$ cat config.mk
export PLATFORM = sky130hd
export DESIGN_NAME = frt_timer
export DESIGN_NICKNAME = d
export VERILOG_FILES = /design/src/rtl/frt_pkg.sv /design/src/rtl/frt_tick_src.sv /design/src/rtl/frt_cmp_buf.sv /design/src/rtl/frt_core.sv /design/src/rtl/frt_timer.sv
export SDC_FILE = /design/constraint.sdc
export NUM_CORES = 1
export LEC_CHECK = 0
export BUFFER_PORTS_ARGS = -buffer_cell sky130_fd_sc_hd__buf_4
export CORE_ASPECT_RATIO = 0.5
export CORE_MARGIN = 10
export CORE_UTILIZATION = 60
export CTS_BUF_LIST = sky130_fd_sc_hd__clkbuf_2 sky130_fd_sc_hd__clkbuf_4 sky130_fd_sc_hd__clkbuf_8
export CTS_CLUSTER_DIAMETER = 80
export DETAILED_ROUTE_END_ITERATION = 6
export GPL_TIMING_DRIVEN = 0
export PLACE_DENSITY = 0.84
export REMOVE_ABC_BUFFERS = 1
export SLEW_MARGIN = 20
export SYNTH_ARGS = -nofsm -noshare
export SYNTH_HDL_FRONTEND = slang
export SYNTH_HIERARCHICAL = 1
export SYNTH_SLANG_ARGS = --single-unit
$ cat constraint.sdc
create_clock -name clk -period 3.7 [get_ports clk]
set_input_delay 0.555 -clock clk [delete_from_list [all_inputs] [get_ports clk]]
set_output_delay 0.555 -clock clk [all_outputs]
set_load 0.01 [all_outputs]
$ cat src/rtl/frt_pkg.sv
package frt_pkg;
  localparam int unsigned BYTE_W = 8;

  typedef enum logic [1:0] {
    SEL_DATA = 2'd0,
    SEL_CMP  = 2'd1,
    SEL_CTRL = 2'd2,
    SEL_NONE = 2'd3
  } frt_sel_e;

  // control/status bit positions
  localparam int unsigned CB_STOP  = 0;
  localparam int unsigned CB_CLR   = 1;
  localparam int unsigned CB_UPDN  = 2;
  localparam int unsigned CB_BUFEN = 3;
  localparam int unsigned CB_EXT   = 4;
  localparam int unsigned CB_CCIE  = 5;
  localparam int unsigned CB_ZDIE  = 6;
  localparam int unsigned CB_CCF   = 8;
  localparam int unsigned CB_ZDF   = 9;
  localparam int unsigned CB_DIR   = 10;
endpackage

$ cat src/rtl/frt_tick_src.sv
module frt_tick_src #(
  parameter int unsigned SYNC_STAGES = 2
) (
  input  logic clk,
  input  logic rst_n,
  input  logic ext_sel,
  input  logic stop,
  input  logic cnt_en,
  input  logic ext_clk,
  output logic tick
);
  localparam int unsigned MSB = SYNC_STAGES - 1;

  logic [MSB:0] sync_q;
  logic         prev_q;
  logic         ext_rise;

  genvar s;
  generate
    for (s = 0; s <= MSB; s++) begin : g_sync
      if (s == 0) begin : g_first
        always_ff @(posedge clk or negedge rst_n)
          if (!rst_n) sync_q[0] <= 1'b0;
          else        sync_q[0] <= ext_clk;
      end else begin : g_next
        always_ff @(posedge clk or negedge rst_n)
          if (!rst_n) sync_q[s] <= 1'b0;
          else        sync_q[s] <= sync_q[s-1];
      end
    end
  endgenerate

  always_ff @(posedge clk or negedge rst_n)
    if (!rst_n) prev_q <= 1'b0;
    else        prev_q <= sync_q[MSB];

  assign ext_rise = sync_q[MSB] & ~prev_q;
  assign tick     = ~stop & (ext_sel ? ext_rise : cnt_en);
endmodule

$ cat src/rtl/frt_cmp_buf.sv
module frt_cmp_buf #(
  parameter int unsigned W = 16
) (
  input  logic                          clk,
  input  logic                          rst_n,
  input  logic                          wr,
  input  logic [W/frt_pkg::BYTE_W-1:0]  be,
  input  logic [W-1:0]                  wdata,
  input  logic                          buf_en,
  input  logic                          xfer,
  output logic [W-1:0]                  act
);
  localparam int unsigned NB = W / frt_pkg::BYTE_W;
  localparam int unsigned BW = frt_pkg::BYTE_W;

  logic [W-1:0] act_q, shd_q, act_m, shd_m, act_n;

  genvar b;
  generate
    for (b = 0; b < NB; b++) begin : g_lane
      assign shd_m[b*BW +: BW] = (wr && be[b]) ? wdata[b*BW +: BW] : shd_q[b*BW +: BW];
      assign act_m[b*BW +: BW] = (wr && be[b]) ? wdata[b*BW +: BW] : act_q[b*BW +: BW];
    end
  endgenerate

  always_comb begin
    if (!buf_en)   act_n = act_m;
    else if (xfer) act_n = shd_q;
    else           act_n = act_q;
  end

  always_ff @(posedge clk or negedge rst_n)
    if (!rst_n) begin
      act_q <= '1;
      shd_q <= '1;
    end else begin
      act_q <= act_n;
      shd_q <= shd_m;
    end

  assign act = act_q;
endmodule

$ cat src/rtl/frt_core.sv
module frt_core #(
  parameter int unsigned W = 16
) (
  input  logic         clk,
  input  logic         rst_n,
  input  logic         tick,
  input  logic         updown,
  input  logic         clr,
  input  logic         ld,
  input  logic [W-1:0] ld_val,
  input  logic [W-1:0] cc_act,
  output logic [W-1:0] cnt,
  output logic         dir_down,
  output logic         cc_evt,
  output logic         zero_evt
);
  localparam logic [W-1:0] ONE = {{(W-1){1'b0}}, 1'b1};

  logic [W-1:0] cnt_q, cnt_n;
  logic         dir_q, dir_n;

  always_comb begin
    cnt_n    = cnt_q;
    dir_n    = updown ? dir_q : 1'b0;
    cc_evt   = 1'b0;
    zero_evt = 1'b0;
    if (clr) begin
      cnt_n = '0;
      dir_n = 1'b0;
    end else if (ld) begin
      cnt_n = ld_val;
    end else if (tick) begin
      if (!updown) begin
        if (cnt_q == cc_act) begin
          cnt_n  = '0;
          cc_evt = 1'b1;
        end else begin
          cnt_n = cnt_q + ONE;
        end
      end else if (!dir_q) begin
        if (cnt_q >= cc_act) begin
          dir_n  = 1'b1;
          cc_evt = 1'b1;
          cnt_n  = (cnt_q == '0) ? '0 : cnt_q - ONE;
        end else begin
          cnt_n = cnt_q + ONE;
        end
      end else begin
        if (cnt_q == '0) begin
          dir_n    = 1'b0;
          zero_evt = 1'b1;
          cnt_n    = (cc_act == '0) ? '0 : ONE;
        end else begin
          cnt_n = cnt_q - ONE;
        end
      end
    end
  end

  always_ff @(posedge clk or negedge rst_n)
    if (!rst_n) begin
      cnt_q <= '0;
      dir_q <= 1'b0;
    end else begin
      cnt_q <= cnt_n;
      dir_q <= dir_n;
    end

  assign cnt      = cnt_q;
  assign dir_down = dir_q;
endmodule

$ cat src/rtl/frt_timer.sv
module frt_timer #(
  parameter int unsigned W           = 16,
  parameter int unsigned SYNC_STAGES = 2
) (
  input  logic         clk,
  input  logic         rst_n,
  input  logic [1:0]   bus_sel,
  input  logic         bus_wr,
  input  logic [1:0]   bus_be,
  input  logic [W-1:0] bus_wdata,
  output logic [W-1:0] bus_rdata,
  input  logic         cnt_en,
  input  logic         ext_clk,
  output logic [W-1:0] count,
  output logic         dir_down,
  output logic         cc_pulse,
  output logic         zero_pulse,
  output logic         irq
);
  import frt_pkg::*;

  localparam int unsigned NB = W / BYTE_W;
  localparam int unsigned BW = BYTE_W;

  frt_sel_e sel_e;
  logic     wr_data, wr_cmp, wr_ctrl_lo, wr_ctrl_hi;
  logic     stop_q, updown_q, bufen_q, extsel_q, ccie_q, zdie_q;
  logic     cc_flag_q, zd_flag_q, cc_pulse_q, zero_pulse_q;
  logic     clr, tick, cc_evt, zero_evt, xfer;
  logic [W-1:0] cnt, cc_act, ld_val;
  logic [NB-1:0] be_w;

  assign sel_e      = frt_sel_e'(bus_sel);
  assign be_w       = NB'(bus_be);
  assign wr_data    = bus_wr && (sel_e == SEL_DATA) && (|be_w);
  assign wr_cmp     = bus_wr && (sel_e == SEL_CMP);
  assign wr_ctrl_lo = bus_wr && (sel_e == SEL_CTRL) && bus_be[0];
  assign wr_ctrl_hi = bus_wr && (sel_e == SEL_CTRL) && bus_be[1];
  assign clr        = wr_ctrl_lo && bus_wdata[CB_CLR];

  genvar b;
  generate
    for (b = 0; b < NB; b++) begin : g_ld
      assign ld_val[b*BW +: BW] = be_w[b] ? bus_wdata[b*BW +: BW] : cnt[b*BW +: BW];
    end
  endgenerate

  frt_tick_src #(.SYNC_STAGES(SYNC_STAGES)) u_tick (
    .clk(clk), .rst_n(rst_n), .ext_sel(extsel_q), .stop(stop_q),
    .cnt_en(cnt_en), .ext_clk(ext_clk), .tick(tick)
  );

  assign xfer = updown_q ? zero_evt : cc_evt;

  frt_cmp_buf #(.W(W)) u_cmp (
    .clk(clk), .rst_n(rst_n), .wr(wr_cmp), .be(be_w), .wdata(bus_wdata),
    .buf_en(bufen_q), .xfer(xfer), .act(cc_act)
  );

  frt_core #(.W(W)) u_core (
    .clk(clk), .rst_n(rst_n), .tick(tick), .updown(updown_q), .clr(clr),
    .ld(wr_data), .ld_val(ld_val), .cc_act(cc_act), .cnt(cnt),
    .dir_down(dir_down), .cc_evt(cc_evt), .zero_evt(zero_evt)
  );

  always_ff @(posedge clk or negedge rst_n)
    if (!rst_n) begin
      stop_q   <= 1'b0;
      updown_q <= 1'b0;
      bufen_q  <= 1'b0;
      extsel_q <= 1'b0;
      ccie_q   <= 1'b0;
      zdie_q   <= 1'b0;
    end else if (wr_ctrl_lo) begin
      stop_q   <= bus_wdata[CB_STOP];
      updown_q <= bus_wdata[CB_UPDN];
      bufen_q  <= bus_wdata[CB_BUFEN];
      extsel_q <= bus_wdata[CB_EXT];
      ccie_q   <= bus_wdata[CB_CCIE];
      zdie_q   <= bus_wdata[CB_ZDIE];
    end

  always_ff @(posedge clk or negedge rst_n)
    if (!rst_n) begin
      cc_flag_q    <= 1'b0;
      zd_flag_q    <= 1'b0;
      cc_pulse_q   <= 1'b0;
      zero_pulse_q <= 1'b0;
    end else begin
      cc_flag_q    <= cc_evt   | (cc_flag_q & ~(wr_ctrl_hi & ~bus_wdata[CB_CCF]));
      zd_flag_q    <= zero_evt | (zd_flag_q & ~(wr_ctrl_hi & ~bus_wdata[CB_ZDF]));
      cc_pulse_q   <= cc_evt;
      zero_pulse_q <= zero_evt;
    end

  always_comb begin
    bus_rdata = '0;
    unique case (sel_e)
      SEL_DATA: bus_rdata = cnt;
      SEL_CMP:  bus_rdata = cc_act;
      SEL_CTRL: begin
        bus_rdata[CB_STOP]  = stop_q;
        bus_rdata[CB_UPDN]  = updown_q;
        bus_rdata[CB_BUFEN] = bufen_q;
        bus_rdata[CB_EXT]   = extsel_q;
        bus_rdata[CB_CCIE]  = ccie_q;
        bus_rdata[CB_ZDIE]  = zdie_q;
        bus_rdata[CB_CCF]   = cc_flag_q;
        bus_rdata[CB_ZDF]   = zd_flag_q;
        bus_rdata[CB_DIR]   = dir_down;
      end
      default: bus_rdata = '0;
    endcase
  end

  assign count      = cnt;
  assign cc_pulse   = cc_pulse_q;
  assign zero_pulse = zero_pulse_q;
  assign irq        = (cc_flag_q & ccie_q) | (zd_flag_q & zdie_q);
endmodule

==> results.yml <==
logic_synthesis:
  synth.area.top_cells: "dfstp_2 17%, dfrtp_1 15%, mux2_2 8.9%"
  avgSynthCellArea_sq_um: 9.50
  synthesis.area_sq_um: 5050
  ys_types: 84
  synth_edf_count: 0
  seq_area_frac_synth_pct: 31.5
  yosys_warnings: 6
  ys_ff_latch: 62
  yosys.area.top_type: "dfstp_2"
  synth_top_area_share_pct: 16.6
  synthArstFlopShare_pct: 100
  yosys_most_used_dff: "dfstp_2"
  syn_inst: 532
global_route:
  grt_pass1_wl_mm: 24.9
  grt_usage_pct: 24.1
  grt_pass1_vias: 4494
  grt_max_degree: 63
  grt_remaining_overflow: 0
  antenna_found_initial: 0
placed_design:
  port_buffers: 60
  gp_congestion: 0.989
  dpl.cell_count: 666
  place_ws_ns: -0.0559
  dp_hpwl_mm: 10.9
power_and_ir_drop:
  pwr-share-comb_pct: 46.2
  power_frac_seq_pct: 36.4
  p_int_w: 0.00228
  power_switching_share_pct: 44.7
  power_density_nw_per_um2: 727
  p_total_w: 0.00412
  power.share.clock_pct: 17.5
  ir_drop_mv: 0.448
  leakagePower_nw: 2.44
  switchingPower_w: 0.00184
worst_setup_path:
  crit_path_end_kind: "flip-flop"
  cp.arrival_ns: 3.84
  startpoint: "u_cmp/act[14]"
  crit_chain: "inv_1, ha_1, and4_4, nand2_2, o31ai_1, or4_4, a21oi_1, a211oi_2, mux2_4, and2_4, a221oi_1"
  critPathMaxFanout: 17
  worst_path_max_delay_cell: "dfstp_2"
  startpoint_type: "flip-flop"
  max_stage_delay_ns: 0.59
  required_ns: 3.97
  critical_path_class: "reg -> reg"
  rr_startpoint: "u_cmp/act[14]"
  path_buf_inv: 1
  crit_family: "compound AO/OA/AOI/OAI gates"
floorplanning:
  io-pin-count: 61
  coreArea_sq_um: 8090
  dieArea_sq_um: 12700
  die_w_um: 150
  row_count: 23
  start_util_pct: 62.5
  die_h_um: 84.9
cts:
  numCtsBuffers: 9
  cts.sinks: 62
  post_cts_buffers: 0
  path_clk_slew_ns: 0.07
  clock_path_buffers: 2
  cts_tree: "done"
  cts_hold_buf: 0
  htreeDepth: 3
  clk_latency_ns: 0.36
  cts_resized: 1
  cts-root-buf: "clkbuf_8"
sta:
  finalCritPeriodShare_pct: 96.4
  slew_headroom_pct: 24.3
  tns_ns: 0
  drv_slew: 0
  rsz0062_at_grt: "no"
  hold_viol_final: 0
  worst_slack_ns: 0.135
  fmax_ghz: 0.280
  fin_skew_ns: 0.00921
  setup_violations: 0
  fin_crit_ns: 3.57
  tightestPinTransition_ns: 1.13
run_status:
  status: "finished clean"
detailed_routing:
  vias: 4746
  drt_wl_total_mm: 15.5
  wire_per_inst_um: 22.8
  drt_iter0_drc: 613
  route.detailed.drc: 0
  firstDrtPassIters: 6
  postRouteAntennaNets: 0
  via_per_inst: 6.96
finish:
  final_layout_size_suffix_gt1_share_pct: 33.3
  final_common_cell: "buf_4"
  finalNetCount: 609
  final_util_pct: 70.1
  most-common-layout-cells: "60 x buf_4, 39 x mux2_2, 39 x inv_1"
  final_cells: 682
  antenna_cells: 0
  area_growth_pct: 12.1
min_path:
  hold_class: "in -> async"
job:
  drv_cap: 0
==> layout make-up <==
type	count	area (sq um)
clock buffer	13	173
clock inverter	3	65.1
fill	627	2420
inverter	40	150
multi-input combinational	391	3080
sequential	62	1590
tap	112	140
timing repair buffer	61	462
==> worst reg2reg max path, cell delays in order, from the launching register on <==
cell	delay [ns]
dfstp_2	0.59
inv_1	0.06
ha_1	0.31
and4_4	0.25
nand2_2	0.09
o31ai_1	0.59
or4_4	0.29
a21oi_1	0.08
a211oi_2	0.31
mux2_4	0.38
and2_4	0.39
a221oi_1	0.15
==> cells by family after synthesis <==
logic type / count (synthesis) / share of synthesized area (%)
adders and majority gates: 19 / 4.70
muxes: 58 / 12.5
buffers and inverters: 79 / 8.07
and+or+nand+nor: 167 / 20.7
DFF: 62 / 31.5
xor gates and xnor gates: 5 / 0.866
AOI/OAI and AO/OA: 142 / 21.7
==> synthesized netlist by cell type (4+ instances only) <==
cell and instances:
a221oi_1 8, nand4_1 7, ha_1 19, nand3_1 14, o211ai_1 4, nor2_1 37
clkbuf_1 9, dfstp_2 32, a31oi_1 18, o21ai_0 12, o2bb2ai_1 10, nor3_1 11
inv_1 39, nor4bb_1 16, nand2_1 26, and3_1 7, o31ai_1 5, buf_2 18
o21ai_1 4, buf_6 6, a21oi_1 31, a221oi_2 10, nor4_1 9, mux2_2 40
dfrtp_1 30, mux2i_1 18
==> flip-flops by register name, indices dropped and copies added (netlist names) <==
name	flops
cc_pulse	1
bufen_q	1
u_cmp/shd_q	16
updown_q	1
u_core/cnt	16
cc_flag_q	1
u_tick/prev_q	1
u_cmp/act	16
zdie_q	1
stop_q	1
extsel_q	1
u_tick/sync_q	2
ccie_q	1
zero_pulse	1
u_core/dir_down	1
zd_flag_q	1
==> metrics by stage <==
| step | hold slack [ns] | area [sq um] |
|---|---|---|
| finish | 0.283 | 5670 |
| global route | 0.290 | 5670 |
| CTS | 0.293 | 5660 |
| detailed placement | 0.340 | 5420 |
| global placement | 0.336 | 5390 |
| floorplan | 0.259 | 4800 |
==> routing by layer <==
layer,wire [um],global-route usage [%],vias up
met4,351,7.98,0
met1,6690,34.2,2281
met2,6630,34.1,325
li1,-,-,2088
met5,0,0,-
met3,1870,6.73,52
==> final timing paths <==
path / endpoint / slack [ns] / cells after the start
worst max-delay path: u_cmp/act[13] / 0.13 / 11
worst min-delay path: u_core/cnt[1] / 0.28 / 1
worst max register to register: u_cmp/act[13] / 0.13 / 11
worst min register to register: u_tick/sync_q[1] / 0.35 / 0
max in group asynchronous: bufen_q / 2.88 / 1
min in group clk: u_tick/sync_q[0] / 0.30 / 1
==> power groups by stage <==
stage                     Clock (W)  Sequential (W)  Combinational [W]
after global placement            0         0.00147            0.00179
after global routing       0.000759         0.00153            0.00206
after CTS                  0.000728         0.00147            0.00185
after detailed placement          0         0.00148            0.00184
final                      0.000720         0.00150            0.00190
after floorplan                   0         0.00132            0.00124
Power figures use the tool's default switching activity.
